**config.mk**
```make
export PLATFORM = sky130hd
export DESIGN_NAME = uart_rx_pq
export DESIGN_NICKNAME = d
export VERILOG_FILES = /design/src/rtl/uart_rx_pq_pkg.sv /design/src/rtl/rx_line_sync.sv /design/src/rtl/rx_deframer.sv /design/src/rtl/rx_byte_queue.sv /design/src/rtl/uart_rx_pq.sv
export SDC_FILE = /design/constraint.sdc
export NUM_CORES = 1
export LEC_CHECK = 0
export ABC_AREA = 1
export ABC_CLOCK_PERIOD_IN_PS = 2300
export BUFFER_PORTS_ARGS = -buffer_cell sky130_fd_sc_hd__clkbuf_2
export CORE_ASPECT_RATIO = 0.6
export CORE_UTILIZATION = 35
export DETAILED_ROUTE_END_ITERATION = 12
export PLACE_DENSITY_LB_ADDON = 0.12
export SLEW_MARGIN = 20
export SYNTH_ARGS = -nofsm -noshare
export SYNTH_HDL_FRONTEND = slang
export SYNTH_HIERARCHICAL = 1
export SYNTH_SLANG_ARGS = --single-unit
```
**constraint.sdc**
```tcl
create_clock -name clk -period 2.3 [get_ports clk]
set_clock_uncertainty 0.15 [all_clocks]
set_input_delay 0.115 -clock clk [delete_from_list [all_inputs] [get_ports clk]]
set_output_delay 0.115 -clock clk [all_outputs]
set_load 0.02 [all_outputs]
```
**src/rtl/uart_rx_pq_pkg.sv**
```systemverilog
package uart_rx_pq_pkg;

    typedef enum logic [2:0] {
        ST_IDLE,
        ST_START,
        ST_DATA,
        ST_PAR,
        ST_STOP
    } rx_state_e;

    localparam logic [1:0] PM_NONE = 2'd0;
    localparam logic [1:0] PM_ODD  = 2'd1;
    localparam logic [1:0] PM_EVEN = 2'd2;

endpackage

```
**src/rtl/rx_line_sync.sv**
```systemverilog
module rx_line_sync #(
    parameter int STAGES = 2
) (
    input  logic clk,
    input  logic rst_n,
    input  logic line_i,
    output logic line_o
);
    logic [STAGES-1:0] sh_d, sh_q;

    generate
        if (STAGES == 1) begin : g_one
            always_comb sh_d = line_i;
        end else begin : g_many
            always_comb sh_d = {sh_q[STAGES-2:0], line_i};
        end
    endgenerate

    always_ff @(posedge clk or negedge rst_n) begin
        if (!rst_n) sh_q <= '1;
        else        sh_q <= sh_d;
    end

    assign line_o = sh_q[STAGES-1];
endmodule

```
**src/rtl/rx_deframer.sv**
```systemverilog
module rx_deframer
    import uart_rx_pq_pkg::*;
#(
    parameter int DIV_W  = 16,
    parameter int DATA_W = 8
) (
    input  logic              clk,
    input  logic              rst_n,
    input  logic              rx_s_i,
    input  logic [DIV_W-1:0]  div_i,
    input  logic [1:0]        par_mode_i,
    input  logic              clr_i,
    output logic              push_o,
    output logic [DATA_W-1:0] byte_o,
    output logic              par_err_o
);
    localparam int IW = (DATA_W > 1) ? $clog2(DATA_W) : 1;
    localparam logic [IW-1:0] LAST_IDX = IW'(DATA_W - 1);

    typedef struct packed {
        rx_state_e         state;
        logic [DIV_W-1:0]  cnt;
        logic [IW-1:0]     idx;
        logic [DATA_W-1:0] shreg;
        logic              bad;
        logic              push;
        logic [DATA_W-1:0] data;
        logic              sticky;
    } fr_t;

    localparam fr_t FR_RST = '{state: ST_IDLE, cnt: '0, idx: '0, shreg: '0,
                               bad: 1'b0, push: 1'b0, data: '0, sticky: 1'b0};

    fr_t r_q, r_d;
    logic bit_end, half_end, set_err, ones_odd;

    always_comb begin
        r_d      = r_q;
        r_d.push = 1'b0;
        set_err  = 1'b0;
        bit_end  = (r_q.cnt == div_i);
        half_end = (r_q.cnt == (div_i >> 1));
        ones_odd = (^r_q.shreg) ^ rx_s_i;
        case (r_q.state)
            ST_IDLE: begin
                if (!rx_s_i) begin
                    r_d.state = ST_START;
                    r_d.cnt   = '0;
                end
            end
            ST_START: begin
                if (half_end) begin
                    r_d.cnt = '0;
                    if (!rx_s_i) begin
                        r_d.state = ST_DATA;
                        r_d.idx   = '0;
                        r_d.bad   = 1'b0;
                    end else begin
                        r_d.state = ST_IDLE;
                    end
                end else begin
                    r_d.cnt = r_q.cnt + 1'b1;
                end
            end
            ST_DATA: begin
                if (bit_end) begin
                    r_d.cnt   = '0;
                    r_d.shreg = {rx_s_i, r_q.shreg[DATA_W-1:1]};
                    if (r_q.idx == LAST_IDX) begin
                        r_d.state = (par_mode_i == PM_NONE) ? ST_STOP : ST_PAR;
                    end else begin
                        r_d.idx = r_q.idx + 1'b1;
                    end
                end else begin
                    r_d.cnt = r_q.cnt + 1'b1;
                end
            end
            ST_PAR: begin
                if (bit_end) begin
                    r_d.cnt   = '0;
                    r_d.bad   = (par_mode_i == PM_ODD) ? ~ones_odd : ones_odd;
                    r_d.state = ST_STOP;
                end else begin
                    r_d.cnt = r_q.cnt + 1'b1;
                end
            end
            ST_STOP: begin
                if (bit_end) begin
                    r_d.cnt   = '0;
                    r_d.push  = 1'b1;
                    r_d.data  = r_q.shreg;
                    set_err   = r_q.bad;
                    r_d.state = ST_IDLE;
                end else begin
                    r_d.cnt = r_q.cnt + 1'b1;
                end
            end
            default: r_d.state = ST_IDLE;
        endcase
        if (set_err)    r_d.sticky = 1'b1;
        else if (clr_i) r_d.sticky = 1'b0;
    end

    always_ff @(posedge clk or negedge rst_n) begin
        if (!rst_n) r_q <= FR_RST;
        else        r_q <= r_d;
    end

    assign push_o    = r_q.push;
    assign byte_o    = r_q.data;
    assign par_err_o = r_q.sticky;

    AST_STICKY_HOLD: assert property (@(posedge clk) disable iff (!rst_n)
        (r_q.sticky && !clr_i) |=> r_q.sticky);
    AST_PUSH_AFTER_STOP: assert property (@(posedge clk) disable iff (!rst_n)
        push_o |-> ($past(r_q.state) == ST_STOP));
    AST_START_NEEDS_LOW: assert property (@(posedge clk) disable iff (!rst_n)
        ((r_q.state == ST_DATA) && ($past(r_q.state) == ST_START)) |-> !$past(rx_s_i));
endmodule

```
**src/rtl/rx_byte_queue.sv**
```systemverilog
module rx_byte_queue #(
    parameter int DEPTH  = 16,
    parameter int DATA_W = 8
) (
    input  logic              clk,
    input  logic              rst_n,
    input  logic              push_i,
    input  logic [DATA_W-1:0] data_i,
    input  logic              pop_i,
    input  logic              flush_i,
    output logic [DATA_W-1:0] rd_data_o,
    output logic              empty_o
);
    localparam int AW = (DEPTH > 1) ? $clog2(DEPTH) : 1;
    localparam int CW = AW + 1;
    localparam logic [AW-1:0] LAST_PTR = AW'(DEPTH - 1);

    typedef struct packed {
        logic [DEPTH-1:0][DATA_W-1:0] mem;
        logic [AW-1:0]                wr;
        logic [AW-1:0]                rd;
        logic [CW-1:0]                count;
    } q_t;

    q_t s_q, s_d;
    logic full, do_push, do_pop;

    always_comb begin
        s_d     = s_q;
        full    = (s_q.count == CW'(DEPTH));
        do_push = push_i && !full;
        do_pop  = pop_i && (s_q.count != '0);
        if (flush_i) begin
            s_d.wr    = '0;
            s_d.rd    = '0;
            s_d.count = '0;
        end else begin
            if (do_push) begin
                s_d.mem[s_q.wr] = data_i;
                s_d.wr = (s_q.wr == LAST_PTR) ? '0 : s_q.wr + 1'b1;
            end
            if (do_pop) begin
                s_d.rd = (s_q.rd == LAST_PTR) ? '0 : s_q.rd + 1'b1;
            end
            s_d.count = s_q.count + CW'(do_push) - CW'(do_pop);
        end
    end

    always_ff @(posedge clk or negedge rst_n) begin
        if (!rst_n) s_q <= '0;
        else        s_q <= s_d;
    end

    assign rd_data_o = s_q.mem[s_q.rd];
    assign empty_o   = (s_q.count == '0);

    AST_NO_OVERFLOW: assert property (@(posedge clk) disable iff (!rst_n)
        (full && push_i && !pop_i && !flush_i) |=> (s_q.count == CW'(DEPTH)));
    AST_FLUSH_EMPTIES: assert property (@(posedge clk) disable iff (!rst_n)
        flush_i |=> empty_o);
    AST_POP_EMPTY_HOLDS: assert property (@(posedge clk) disable iff (!rst_n)
        (empty_o && pop_i && !push_i && !flush_i) |=> empty_o);
    AST_COUNT_BOUND: assert property (@(posedge clk) disable iff (!rst_n)
        s_q.count <= CW'(DEPTH));
endmodule

```
**src/rtl/uart_rx_pq.sv**
```systemverilog
module uart_rx_pq #(
    parameter int DIV_W   = 16,
    parameter int DATA_W  = 8,
    parameter int DEPTH   = 16,
    parameter int SYNC_ST = 2
) (
    input  logic              clk,
    input  logic              rst_n,
    input  logic              rx_i,
    input  logic [DIV_W-1:0]  div_i,
    input  logic [1:0]        par_mode_i,
    input  logic              pop_i,
    input  logic              flush_i,
    input  logic              par_err_clr_i,
    output logic [DATA_W-1:0] rd_data_o,
    output logic              empty_o,
    output logic              par_err_o
);
    logic              rx_s;
    logic              push;
    logic [DATA_W-1:0] rx_byte;

    rx_line_sync #(.STAGES(SYNC_ST)) u_sync (
        .clk    (clk),
        .rst_n  (rst_n),
        .line_i (rx_i),
        .line_o (rx_s)
    );

    rx_deframer #(.DIV_W(DIV_W), .DATA_W(DATA_W)) u_deframe (
        .clk        (clk),
        .rst_n      (rst_n),
        .rx_s_i     (rx_s),
        .div_i      (div_i),
        .par_mode_i (par_mode_i),
        .clr_i      (par_err_clr_i),
        .push_o     (push),
        .byte_o     (rx_byte),
        .par_err_o  (par_err_o)
    );

    rx_byte_queue #(.DEPTH(DEPTH), .DATA_W(DATA_W)) u_queue (
        .clk       (clk),
        .rst_n     (rst_n),
        .push_i    (push),
        .data_i    (rx_byte),
        .pop_i     (pop_i),
        .flush_i   (flush_i),
        .rd_data_o (rd_data_o),
        .empty_o   (empty_o)
    );
endmodule

```
Word level (Yosys, flattened, before mapping)
Index checks and enable logic that the tools add are counted.

Equality and inequality tests: 19. $add $sub $neg: 6. Muxes and demuxes: 38. Bitwise gates (word level): 3. Magnitude comparators: 3. Reductions and logical operators: 23.

Operators by type and width (count): bitwise mux 128 bit (1); one-hot mux 16 bit (3 select lines) (1); binary-select mux 8 bit (select 4 bit) (1); demux 8 bit (select 4 bit) (1); two-way mux 16 bit (2); two-way mux 3 bit (9); two-way mux 19 bit (1); two-way mux 9 bit (2); adder 16 x 1 -> 16 bit (second input constant) (1); == test 16 x 15 -> 1 bit (1); == test 16 bit (1); two-way mux 4 bit (4); two-way mux 8 bit (2); one-hot mux 3 bit (5 select lines) (1); two-way mux 13 bit (1); two-way mux 11 bit (1); < comparator 4 x 5 -> 1 bit (second input constant) (2); != test 2 x 1 -> 1 bit (second input constant) (5); nonzero test 2 bit (5); adder 4 x 1 -> 4 bit (second input constant) (2); == test 4 bit (second input constant) (2); two-way mux 1 bit (8); AND reduction 2 bit (4); parity 8 bit (1); other kinds (26) (33).

Input port bits: 24. Logic and storage cells: 120. Output and inout bits: 10. Register bits after elaboration: 184.

Logic depth before layout (Yosys ltp)
Word-level depth: 6. Mapped depth: 17. Depth with buffers taken out: 17.

Cells and area by module
The synthesis kept the hierarchy.

Modules (own cells, without submodules): rx_byte_queue (area each 7682.4 µm², times used 1, cells an instance 1112); rx_deframer (area each 2874.0 µm², times used 1, cells an instance 423); rx_line_sync (area each 52.6 µm², times used 1, cells an instance 2).

Least setup slack after synthesis
No wires, ideal clock.

Path kind: flip-flop to flip-flop. Start point: register u_queue/s_q[3] (netlist name). End point: register u_queue/s_q[4] (netlist name). Clock period less this slack: 2.377 ns. Arrival time: 2.156 ns. Cell stages (with the launch flop): 18. Setup slack: -0.077 ns. Library setup time: 0.071 ns. Cells stage by stage: dfrtp_1 > inv_1 > ha_1 > nand4_1 > nand2_1 > inv_1 > ha_1 > inv_1 > ha_1 > inv_1 > fa_1 > inv_1 > nand2_1 > nand2_1 > a21oi_1 > nand2_1 > nand2_1 > nor2_1.

RTL lines: start: declaration (RTL line rx_byte_queue.sv:25) `q_t s_q, s_d;`; start signal: assignment (RTL line rx_byte_queue.sv:50) `if (!rst_n) s_q <= '0;`; start signal: assignment (RTL line rx_byte_queue.sv:51) `else s_q <= s_d;`.

Worst setup path after layout
Start point: register u_queue/s_q[5] (netlist name). End point: output rd_data_o[3].

Word-level cells in the longest chain between the ends: 2.

RTL lines: binary-select mux 8 bit (select 4 bit) (RTL line rx_byte_queue.sv:54) `assign rd_data_o = s_q.mem[s_q.rd];`; two-way mux 8 bit (not written as such) (RTL line rx_byte_queue.sv:54); end: declaration (RTL line uart_rx_pq.sv:15) `output logic [DATA_W-1:0] rd_data_o,`.

No other way between the ends. The select of a mux whose other input is x is not followed.

==> qor.json <==
{
  "run_status": {
    "run_status": "finished clean"
  },
  "detailed_routing": {
    "drt-pass1-iter-count": 5,
    "routed_via_density": 4.79,
    "routed-via-count": 9619,
    "dr.first_iter.drc_count": 1061,
    "routedWlPerCell_um": 16.2,
    "postRouteAntennaNets": 0,
    "route.detailed.drc": 0,
    "totalWireLength_mm": 32.7
  },
  "worst_setup_path": {
    "worst_ep_required_time_ns": 2.04,
    "crit_path_max_fanout": 14,
    "cp_slowest_stage_delay_ns": 0.50,
    "cp.buffers_inverters": 4,
    "cp_top_family": "buffers and inverters",
    "timing.critical_path.cells": "inv_8, buf_6, clkbuf_16, nand2_1, nand3_1, nand3_2, nand3_1, nand2_1, buf_4",
    "setup.worst_path.class": "reg2out",
    "cell_type_of_the_slowest_stage_on_the_worst_timing_path": "dfrtp_2",
    "regToRegSetupSlack_ns": 0.04,
    "worst-r2r-cell-count": 16,
    "endpoint_kind": "output pin",
    "timing.rr.start": "u_queue/s_q[2]",
    "r2r_end": "u_queue/s_q[4]",
    "worst-endpoint-arrival_ns": 2.01,
    "timing.critical_path.from_type": "register"
  },
  "final_layout": {
    "insertedDiodeCount": 0,
    "final_cell_count_no_fill": 2010,
    "post_route_cells_drive_above_1_share": 0.143,
    "final_nets": 1636,
    "fin_util": 0.429,
    "num-fill-cells": 3035,
    "syn2layout_area_growth_pct": 18.2
  },
  "cts": {
    "clk-insertion-delay-late_ns": 0.45,
    "cts_htree_levels": 4,
    "cts_tree": "yes",
    "clock_tree.root_cell": "clkbuf_16",
    "cts-root-to-sink-buffers": 2,
    "clkSlewWorstSetupHoldPaths_ns": 0.07,
    "numClockSinks": 184,
    "number_of_cts_inserted_buffers": 17
  },
  "power_and_ir_drop": {
    "p_int_mw": 6.31,
    "power_density_nw_per_um2": 775,
    "power.net_switching_mw": 3.42,
    "ir_worst_vdd_mv": 0.593,
    "p_leak_nw": 6.70,
    "power_frac_seq": 0.358,
    "p_clk_frac": 0.322,
    "power.share.switching": 0.351,
    "comb_power_share": 0.320
  },
  "placed_design": {
    "place.gp.congestion": 0.902,
    "post-dp-hpwl_mm": 21.9,
    "placedCellCount": 1953,
    "place.port_buffers": 33
  },
  "synth": {
    "yosysUniqueCellTypes": 36,
    "synth_seq_area_share": 0.434,
    "post_synth_inst_count": 1537,
    "synth-async-reset-ratio": 1.00,
    "synthesis.nets": 1576,
    "synth.largest_area_cell": "dfrtp_1",
    "ys_seq_elements": 184,
    "avgSynthCellArea_um2": 6.90,
    "synth.area.top_cells": "dfrtp_1 43%, nand2_1 27%, inv_1 7.1%, nand3_1 5.7%, nor2_4 1.8%",
    "synth.most_common_cell": "nand2_1",
    "synth_largest_type_area_fraction": 0.429,
    "post_synthesis_cell_area_um2": 10600,
    "synth-edff-count": 0,
    "synthFlopType": "dfrtp_1",
    "synth_common_cells": "757 x nand2_1, 201 x inv_1, 182 x dfrtp_1",
    "yosys_warnings": 6
  },
  "floorplan": {
    "ioPinCount": 34,
    "die_w_um": 227,
    "core.rowCount": 48,
    "floorplan.initialDensity": 0.363,
    "die_outline_height_um": 137,
    "die_area_um2": 31000,
    "core_region_area_um2": 29200
  },
  "global_route": {
    "grt_util_all_layers": 0.219,
    "antenna_violations_before_repair": 0,
    "overflow": 0,
    "grt_pass1_wl_mm": 50.7,
    "grt_start_max_net_pins": 57,
    "grt_pass1_vias": 8714
  },
  "timing": {
    "timing_hold_violations_final": 0,
    "hold_ws_ns": 0.0317,
    "rsz0062_at_grt": "yes",
    "final.period_utilization": 0.990,
    "post-route-min-period_ns": 2.28,
    "timing.final.setup_violations": 0,
    "worstMarginPinSlew_ns": 0.547,
    "drv_slew": 0,
    "fmax_mhz": 439,
    "slew-limit-headroom": 0.635,
    "timing.setup.tns_ns": 0
  },
  "job": {
    "drv_cap": 0
  },
  "min_path": {
    "min-delay-path-class": "in2async"
  }
}
## stage by stage
stage          power, mW  setup slack [ns]  area (um^2)
3_5_place_dp        6.13           -0.0772        11400
6_report            9.72            0.0241        12500
4_1_cts             9.41           -0.0160        12200
5_1_grt             10.3            -0.157        12500
3_3_place_gp        6.14           -0.0814        11400
2_1_floorplan       5.23           0.00405        10600
## layout by cell type, fill, tap and decap left out, drive strengths merged, types with 5 or more instances in the layout
| cell | synthesis | routed |
|---|---|---|
| inv | 214 | 215 |
| dfrtp | 182 | 182 |
| buf | 41 | 59 |
| dlygate4sd3 | 0 | 8 |
| clkbuf | 15 | 51 |
| nor2 | 77 | 77 |
| nand3 | 124 | 124 |
| ha | 14 | 14 |
| nand2 | 764 | 764 |
| clkinv | 2 | 5 |
| nor3 | 11 | 11 |
| o21ai | 34 | 34 |
| nand4 | 23 | 23 |
| xor2 | 19 | 19 |
## power by group through the flow
stage               clock network (mW)  registers [mW]  logic, mW
finish                            3.13            3.48       3.11
global route                      3.35            3.50       3.46
CTS                               3.24            3.48       2.69
detailed placement                   0            3.54       2.59
global placement                     0            3.54       2.60
floorplan                            0            3.50       1.72
## how the worst max path moves through the flow
| stage | start | end | slack (ns) | depth (start not counted) |
|---|---|---|---|---|
| floorplan | u_queue/s_q[3] | u_queue/s_q[4] | 0.004 | 16 |
| global placement | u_queue/s_q[2] | u_queue/s_q[4] | -0.08 | 17 |
| finish | u_queue/s_q[5] | rd_data_o[3] | 0.02 | 9 |
| detailed placement | u_queue/s_q[3] | u_queue/s_q[4] | -0.08 | 16 |
| CTS | u_queue/s_q[5] | rd_data_o[5] | -0.02 | 8 |
| global route | u_queue/s_q[2] | u_queue/s_q[4] | -0.16 | 17 |
## cell type report
| class | count | area (um^2) | share of cell area |
|---|---|---|---|
| multi-input cells | 1081 | 5070 | 0.404 |
| inverters | 216 | 822 | 0.0655 |
| repair buffers | 97 | 926 | 0.0738 |
| clock inverters | 11 | 145 | 0.0116 |
| clock buffers | 21 | 470 | 0.0375 |
| flip-flops and latches | 184 | 4610 | 0.367 |
| well taps | 400 | 500 | 0.0399 |
## registers in the layout (all words and copies together) (netlist names)
signal and flops:
u_deframe/push_o 1, u_deframe/byte_o 8, u_deframe/r_q 31, u_sync/sh_q 2, u_deframe/par_err_o 1, u_queue/s_q 141
## worst reg2reg max path: stages, from the launching register on
cell	delay, ns
dfrtp_1	0.39
inv_2	0.08
ha_4	0.13
nand4_1	0.14
nand2_2	0.14
ha_4	0.21
inv_2	0.06
ha_4	0.12
inv_2	0.03
fa_2	0.33
inv_1	0.06
nand2_1	0.05
nand2_1	0.08
a21oi_2	0.05
nand2_1	0.05
nand2_1	0.04
nor2_1	0.10
## routing by layer
layer,vias up,global-route usage,share of wire
met2,288,0.262,0.35
met5,-,0,0
met3,27,0.0502,0.077
li1,4746,-,-
met4,0,0.0567,0.010
met1,4558,0.368,0.56
## repair_timing
item                                    CTS  global route
pin swaps                                 4            13
setup buffers                             3             8
hold buffers                              8             0
gates cloned                              0             6
endpoints found under the setup margin    9             9
resized for setup                        10            62
endpoints found under the hold margin   191             0
## kinds of logic (layout without fill, tap and decap cells)
logic type,after synthesis,count (layout),share of synthesized area
AO/OA/AOI/OAI,41,41,0.0232
XOR/XNOR,22,22,0.0182
adder cells (fa/ha/maj),15,15,0.0184
buffers and inverters,272,345,0.103
flip-flops,184,184,0.434
AND/OR/NAND/NOR,1003,1003,0.403
(Power assumes the default switching activity.)
